===== config.mk =====
export PLATFORM = sky130hd
export DESIGN_NAME = smram_tseg_ctl
export DESIGN_NICKNAME = d
export VERILOG_FILES = /design/src/rtl/smtg_pkg.sv /design/src/rtl/smtg_ctl_regs.sv /design/src/rtl/smtg_route.sv /design/src/rtl/smram_tseg_ctl.sv
export SDC_FILE = /design/constraint.sdc
export NUM_CORES = 1
export LEC_CHECK = 0
export BUFFER_PORTS_ARGS = -buffer_cell sky130_fd_sc_hd__clkbuf_2
export CORE_ASPECT_RATIO = 0.5
export CORE_MARGIN = 2
export CORE_UTILIZATION = 50
export CTS_CLUSTER_DIAMETER = 100
export DETAILED_ROUTE_END_ITERATION = 10
export PLACE_DENSITY = 0.89
export SETUP_SLACK_MARGIN = 0.4
export SYNTH_ARGS = -nofsm -noshare
export SYNTH_HDL_FRONTEND = slang
export SYNTH_SLANG_ARGS = --single-unit

===== constraint.sdc =====
create_clock -name clk -period 6.9 [get_ports clk]
set_clock_uncertainty 0.05 [all_clocks]
set_input_delay 1.38 -clock clk [delete_from_list [all_inputs] [get_ports clk]]
set_output_delay 1.38 -clock clk [all_outputs]
set_load 0.01 [all_outputs]

===== src/rtl/smtg_pkg.sv =====
package smtg_pkg;

    typedef enum logic [1:0] {
        RT_RAM  = 2'd0,
        RT_PCI  = 2'd1,
        RT_HOLE = 2'd2
    } route_e;

    // main control register
    typedef struct packed {
        logic [4:0] rsvd;
        logic       lock;
        logic       open;
        logic       gen;
    } ctl_t;

    // extended control register
    typedef struct packed {
        logic [3:0] rsvd;
        logic [1:0] szc;
        logic       ten;
        logic       hen;
    } ext_t;

    localparam logic [1:0] SEL_CTL   = 2'd0;
    localparam logic [1:0] SEL_EXT   = 2'd1;
    localparam logic [1:0] SEL_SZ_LO = 2'd2;
    localparam logic [1:0] SEL_SZ_HI = 2'd3;

    localparam logic [7:0] CTL_WM_FREE = 8'h07;
    localparam logic [7:0] CTL_WM_LCK  = 8'h00;
    localparam logic [7:0] EXT_WM_FREE = 8'h0F;
    localparam logic [7:0] EXT_WM_LCK  = 8'h00;

    localparam logic [15:0] SIZE_QUERY = 16'hFFFF;

    localparam logic [31:0] LEGACY_BASE = 32'h000A_0000;
    localparam logic [31:0] HIGH_BASE   = 32'hFEDA_0000;
    localparam logic [31:0] WIN_BYTES   = 32'h0002_0000;

    // TSEG size in MiB from the enables and the size code
    function automatic logic [15:0] tseg_mbytes(input logic active,
                                                input logic [1:0] code,
                                                input int unsigned emb,
                                                input int unsigned emax);
        logic [15:0] mb;
        if (!active) begin
            mb = 16'd0;
        end else begin
            case (code)
                2'd0:    mb = 16'd1;
                2'd1:    mb = 16'd2;
                2'd2:    mb = 16'd8;
                default: mb = (emb > emax) ? 16'd0 : 16'(emb);
            endcase
        end
        return mb;
    endfunction

endpackage


===== src/rtl/smtg_ctl_regs.sv =====
module smtg_ctl_regs
    import smtg_pkg::*;
#(
    parameter int unsigned EXT_MB = 16
) (
    input  logic        clk,
    input  logic        rst,
    input  logic        wr_en,
    input  logic [1:0]  wr_sel,
    input  logic [7:0]  wr_data,
    input  logic [7:0]  wr_mask,
    output ctl_t        ctl_q,
    output ext_t        ext_q,
    output logic [15:0] size_q
);

    localparam logic [15:0] SIZE_RST = (EXT_MB != 0) ? SIZE_QUERY : 16'h0000;

    logic [7:0]  ctl_m, ext_m;
    ctl_t        ctl_nx;
    ext_t        ext_nx;
    logic [15:0] size_nx;

    always_comb begin
        ctl_m = wr_mask & (ctl_q.lock ? CTL_WM_LCK : CTL_WM_FREE);
        ext_m = wr_mask & (ctl_q.lock ? EXT_WM_LCK : EXT_WM_FREE);

        ctl_nx  = ctl_q;
        ext_nx  = ext_q;
        size_nx = size_q;

        if (wr_en) begin
            case (wr_sel)
                SEL_CTL: begin
                    ctl_nx = ctl_t'((ctl_q & ~ctl_m) | (wr_data & ctl_m));
                    if (ctl_nx.lock) ctl_nx.open = 1'b0;
                end
                SEL_EXT: ext_nx = ext_t'((ext_q & ~ext_m) | (wr_data & ext_m));
                SEL_SZ_LO: size_nx[7:0]  = (size_q[7:0]  & ~wr_mask) | (wr_data & wr_mask);
                default:   size_nx[15:8] = (size_q[15:8] & ~wr_mask) | (wr_data & wr_mask);
            endcase
            if (wr_sel[1] && (EXT_MB != 0) && (size_nx == SIZE_QUERY))
                size_nx = 16'(EXT_MB);
        end
    end

    always_ff @(posedge clk) begin
        if (rst) begin
            ctl_q  <= '0;
            ext_q  <= '0;
            size_q <= SIZE_RST;
        end else begin
            ctl_q  <= ctl_nx;
            ext_q  <= ext_nx;
            size_q <= size_nx;
        end
    end

endmodule


===== src/rtl/smtg_route.sv =====
module smtg_route
    import smtg_pkg::*;
#(
    parameter int ADDR_W = 32
) (
    input  logic              gen,
    input  logic              open,
    input  logic              hen,
    input  logic [15:0]       tseg_mb,
    input  logic [ADDR_W-1:0] below_4g,
    input  logic [ADDR_W-1:0] acc_addr,
    input  logic              acc_smm,
    output route_e            route
);

    localparam int WIDE_W = ((ADDR_W > 36) ? ADDR_W : 36) + 1;

    logic [WIDE_W-1:0] a_w, b_w, t_w;
    logic in_leg, in_high, in_tseg;
    route_e plain;

    always_comb begin
        a_w = WIDE_W'(acc_addr);
        b_w = WIDE_W'(below_4g);
        t_w = WIDE_W'({tseg_mb, 20'h00000});

        in_leg  = (a_w >= WIDE_W'(LEGACY_BASE)) &&
                  (a_w <  WIDE_W'(LEGACY_BASE) + WIDE_W'(WIN_BYTES));
        in_high = (a_w >= WIDE_W'(HIGH_BASE)) &&
                  (a_w <  WIDE_W'(HIGH_BASE) + WIDE_W'(WIN_BYTES));
        in_tseg = (tseg_mb != 16'd0) && (a_w < b_w) && (a_w + t_w >= b_w);

        // view of an agent outside SMM
        if (in_leg)
            plain = (open && !hen) ? RT_RAM : RT_PCI;
        else if (in_high)
            plain = (open && hen) ? RT_RAM : RT_PCI;
        else if (in_tseg)
            plain = RT_HOLE;
        else
            plain = (a_w < b_w) ? RT_RAM : RT_PCI;

        // SMM overlays
        route = plain;
        if (acc_smm) begin
            if ((in_leg && gen && !hen) || (in_high && gen && hen) || in_tseg)
                route = RT_RAM;
        end
    end

endmodule


===== src/rtl/smram_tseg_ctl.sv =====
module smram_tseg_ctl
    import smtg_pkg::*;
#(
    parameter int          ADDR_W     = 32,
    parameter int unsigned EXT_MB     = 16,
    parameter int unsigned EXT_MB_MAX = 4095
) (
    input  logic              clk,
    input  logic              rst,
    input  logic              cfg_wr_en,
    input  logic [1:0]        cfg_sel,
    input  logic [7:0]        cfg_wdata,
    input  logic [7:0]        cfg_wmask,
    input  logic [1:0]        cfg_rsel,
    output logic [7:0]        cfg_rdata,
    input  logic              acc_smm,
    input  logic [ADDR_W-1:0] acc_addr,
    input  logic [ADDR_W-1:0] below_4g,
    output logic [1:0]        acc_route
);

    ctl_t        ctl_q;
    ext_t        ext_q;
    logic [15:0] size_q;
    logic [15:0] tseg_mb;
    route_e      route_w;

    smtg_ctl_regs #(.EXT_MB(EXT_MB)) u_regs (
        .clk     (clk),
        .rst     (rst),
        .wr_en   (cfg_wr_en),
        .wr_sel  (cfg_sel),
        .wr_data (cfg_wdata),
        .wr_mask (cfg_wmask),
        .ctl_q   (ctl_q),
        .ext_q   (ext_q),
        .size_q  (size_q)
    );

    assign tseg_mb = tseg_mbytes(ext_q.ten && ctl_q.gen, ext_q.szc, EXT_MB, EXT_MB_MAX);

    smtg_route #(.ADDR_W(ADDR_W)) u_route (
        .gen      (ctl_q.gen),
        .open     (ctl_q.open),
        .hen      (ext_q.hen),
        .tseg_mb  (tseg_mb),
        .below_4g (below_4g),
        .acc_addr (acc_addr),
        .acc_smm  (acc_smm),
        .route    (route_w)
    );

    assign acc_route = route_w;

    always_comb begin
        case (cfg_rsel)
            SEL_CTL:   cfg_rdata = ctl_q;
            SEL_EXT:   cfg_rdata = ext_q;
            SEL_SZ_LO: cfg_rdata = size_q[7:0];
            default:   cfg_rdata = size_q[15:8];
        endcase
    end

endmodule


==> summary.md <==
| Metric | Value |
|---|---|
| Final Net Count | `643` |
| FF-to-FF path depth | `6` |
| Vias in the first global route | `3067` |
| Antenna-violating nets left | `0` |
| Slowest cell on crit path | `a311o_1` |
| Fin crit share | `84.65%` |
| Crit path kind | `input pin to primary output` |
| Most used routing layer | `met2` |
| Final Max Tran Viols | `0` |
| Pin slew with the least headroom to its limit | `0.7031 ns` |
| R2R Path Start | `u_regs.size_q[8]$_SDFFE_PP1P_` |
| Setup slack, reg-to-reg | `4.56 ns` |
| CTS tree | `done` |
| Largest net degree at the start of global routing | `24` |
| PwrDens | `115.5 mW/mm2` |
| Final setup violation count | `0` |
| R2r endpoint | `u_regs.size_q[10]$_SDFFE_PP1P_` |
| Final Hold Fails | `0` |
| EDFF count, synth | `0` |
| Port bufs | `97` |
| DP Wirelength | `6.607 mm` |
| Maxcap violations | `0` |
| Post-Place Worst Slack | `1.136 ns` |
| Largest fanout on the critical path | `4` |
| Most instantiated library cell after synthesis | `nand2_1` |
| # rows | `20` |
| Post-synth top cells | `nand2_1, ha_1, inv_1, a21oi_1, nand3_1` |
| Grt met1 use | `30.38%` |
| DR WL/cell | `13.63 um` |
| Synth Warn # | `0` |
| Clk slew on worst S/H paths | `0.06 ns` |
| H-tree Lvls | `1` |
| Slew margin rel. | `52.93%` |
| Register area | `460.4 um2` |
| Die Footprint | `0.006925 mm2` |
| Hold path startpoint | `u_regs.size_q[3]$_SDFFE_PP1P_` |
| Area Growth Syn to Fin | `19.05%` |
| Layout cells sized above 1 | `21.58%` |
| Hold Crit Depth | `1` |
| Gr usage total | `23.95%` |
| #FFs+latches synth | `23` |
| Die width | `115.7 um` |
| Initial antenna violation count | `0` |
| Maximum VDD drop | `0.0001344 V` |
| GP Congestion | `0.9406` |
| Met2 global-route usage | `44.61%` |
| Insertion delay to the later sink of the worst-skew pair | `0.26 ns` |
| Fin Setup TNS | `0 ns` |
| Setup Fix Bufs, Post-CTS | `0` |
| Clock Path Buffers | `2` |
| FILL cells | `568` |
| Fmax | `171.2 MHz` |
| First-pass GRT wire length | `13.51 mm` |
| Syn_area_per_cell | `7.427 um2` |
| Synth area leader | `ha_1` |
| CTS resizes | `0` |
| Fin crit period | `5.841 ns` |
| Worst Path Required | `5.47 ns` |
| CP arrival | `4.41 ns` |
| Number of DRC markers in iteration 0 | `133` |
| Min-Delay Path Class | `flop to flop` |
| Drt total wl | `8.084 mm` |
| Die height | `59.85 um` |
| Total clock sinks | `23` |
| Drc violations | `0` |
| Unique masters post-synth | `56` |
| Antenna cells | `0` |
| Core area | `0.006056 mm2` |
| Area of the multi-input gates | `0.002410 mm2` |
| Root Buffer | `clkbuf_16` |
| CTS buffer count | `3` |
| CP peak stage delay | `0.35 ns` |
| Leak | `0.001920 uW` |
| Cell Area, Synth | `0.003119 mm2` |
| Post-Syn Instances | `420` |
| Most used DFF post-synth | `dfxtp_1` |
| Startpoint Class | `input pin` |
| Kind of cell adding the most delay to the critical path | `compound AO/OA/AOI/OAI gates` |
| Total gr overflow | `0` |
| Post-synthesis sequential area ratio | `14.76%` |
| Status | `finished clean` |
| Grt met3 use | `2.738%` |
| Critical path, cell by cell | `clkbuf_2 -> ha_1 -> a21o_1 -> a31o_2 -> a21oi_1 -> nor2_1 -> xor2_1 -> ha_1 -> nand4_1 -> nor4_1 -> o21ai_0 -> a311o_1 -> o21ai_0 -> and2_1 -> clkbuf_2` |
| Asr flop ratio synth | `0%` |
| Synth area leaders | `ha_1, dfxtp_1, nand2_1` |
| # hold bufs at CTS | `0` |
| Via/cell ratio | `5.583` |
| Area share of the largest cell type after synthesis | `19.25%` |
| DRT Pass-1 Iters | `5` |
| Vias | `3311` |
| Critical path capture point type | `primary output` |
| CP bufs+invs | `2` |
| RSZ-0062 raised after global routing | `false` |
| Hold Path End | `u_regs.size_q[3]$_SDFFE_PP1P_` |
| Initial core utilization | `51.51%` |
| Final Worst Setup Slack | `1.059 ns` |
| Ports | `98` |
| Syn Nets | `557` |
## report_power, final
group	internal, uW	switching (uW)	leakage, uW
sequential	137	4.29	0.000187
clock	78.9	47.9	0.0000382
combinational	72.1	88.2	0.00169
## cell type report
| type | count | area share [%] |
|---|---|---|
| multi-input combinational | 336 | 64.89 |
| timing repair buffer | 97 | 13.07 |
| sequential | 23 | 12.40 |
| inverter | 45 | 4.549 |
| tap | 88 | 2.965 |
| clock buffer | 4 | 2.123 |
## kinds of logic (layout without fill, tap and decap cells)
logic type,after synthesis,count (layout),share of synthesized area [%]
compound gates,105,105,21.66
xor+xnor,10,10,2.808
fa+ha+maj,49,49,19.90
buf+inv,61,146,7.982
flops,23,23,14.76
mux,19,19,7.380
simple gates,153,153,25.51
## worst reg2reg max path: stages, from the launching register on
cell and delay [ns]:
dfxtp_1 0.38, mux2_1 0.15, nand4_1 0.09, a221o_1 0.38, nor4b_4 0.66, and2_0 0.38, o21bai_1 0.12
## routing by layer
layer / up-vias / wire [um]
li1: 1711 / -
met2: 95 / 3949
met1: 1493 / 3682
met3: 12 / 362
met4: 0 / 89
met5: - / 0
## metrics by stage
step                std cells  instance area, um2  utilization, %  hold slack, ns  total power [uW]
finish                    593                3714           61.32          0.4450             428.9
global route              593                3714           61.32          0.4698             457.4
detailed placement        589                3635           60.02          0.4296             302.7
floorplan                 420                3119               -          0.4007             244.1
global placement          589                3635           60.02          0.4256             298.7
CTS                       593                3714           61.32          0.4449             429.6
## how the worst max path moves through the flow
stage	startpoint	end	slack, ns	depth (start not counted)
2_1_floorplan	acc_addr[21]	acc_route[1]	1.60	13
5_1_grt	acc_addr[21]	acc_route[1]	0.87	15
6_report	acc_addr[21]	acc_route[1]	1.06	15
4_1_cts	acc_addr[21]	acc_route[0]	1.12	15
3_3_place_gp	acc_addr[21]	acc_route[0]	1.20	15
3_5_place_dp	acc_addr[21]	acc_route[0]	1.14	15
## cell usage in the layout (no fill, tap or decap), types with 2 or more instances in the layout
| cell | Yosys | routed |
|---|---|---|
| clkbuf_2 | 0 | 97 |
| nand2_1 | 58 | 58 |
| ha_1 | 48 | 48 |
| inv_1 | 45 | 45 |
| a21oi_1 | 33 | 33 |
| nand3_1 | 27 | 27 |
| dfxtp_1 | 23 | 23 |
| o21ai_0 | 20 | 20 |
| mux2i_1 | 14 | 14 |
| nand4_1 | 12 | 12 |
| nor2_1 | 10 | 10 |
| a21o_1 | 9 | 9 |
| nor3_1 | 8 | 8 |
| xnor2_1 | 8 | 8 |
| o21bai_1 | 8 | 8 |
| nor2b_1 | 7 | 7 |
| a211oi_1 | 7 | 7 |
| nor4_1 | 6 | 6 |
| o31ai_1 | 6 | 6 |
| and4_1 | 5 | 5 |
| and3_1 | 4 | 4 |
| mux4_2 | 3 | 3 |
| a221oi_1 | 3 | 3 |
| clkbuf_16 | 0 | 3 |
| nand2b_1 | 2 | 2 |
| a31oi_1 | 2 | 2 |
| nand4b_1 | 2 | 2 |
| xor2_1 | 2 | 2 |
| o211ai_1 | 2 | 2 |
| a311o_1 | 2 | 2 |
| o2111ai_1 | 2 | 2 |
| and2_1 | 2 | 2 |
| and3b_1 | 2 | 2 |
| a21boi_0 | 2 | 2 |
| a211o_1 | 2 | 2 |
Power figures use the tool's default switching activity.
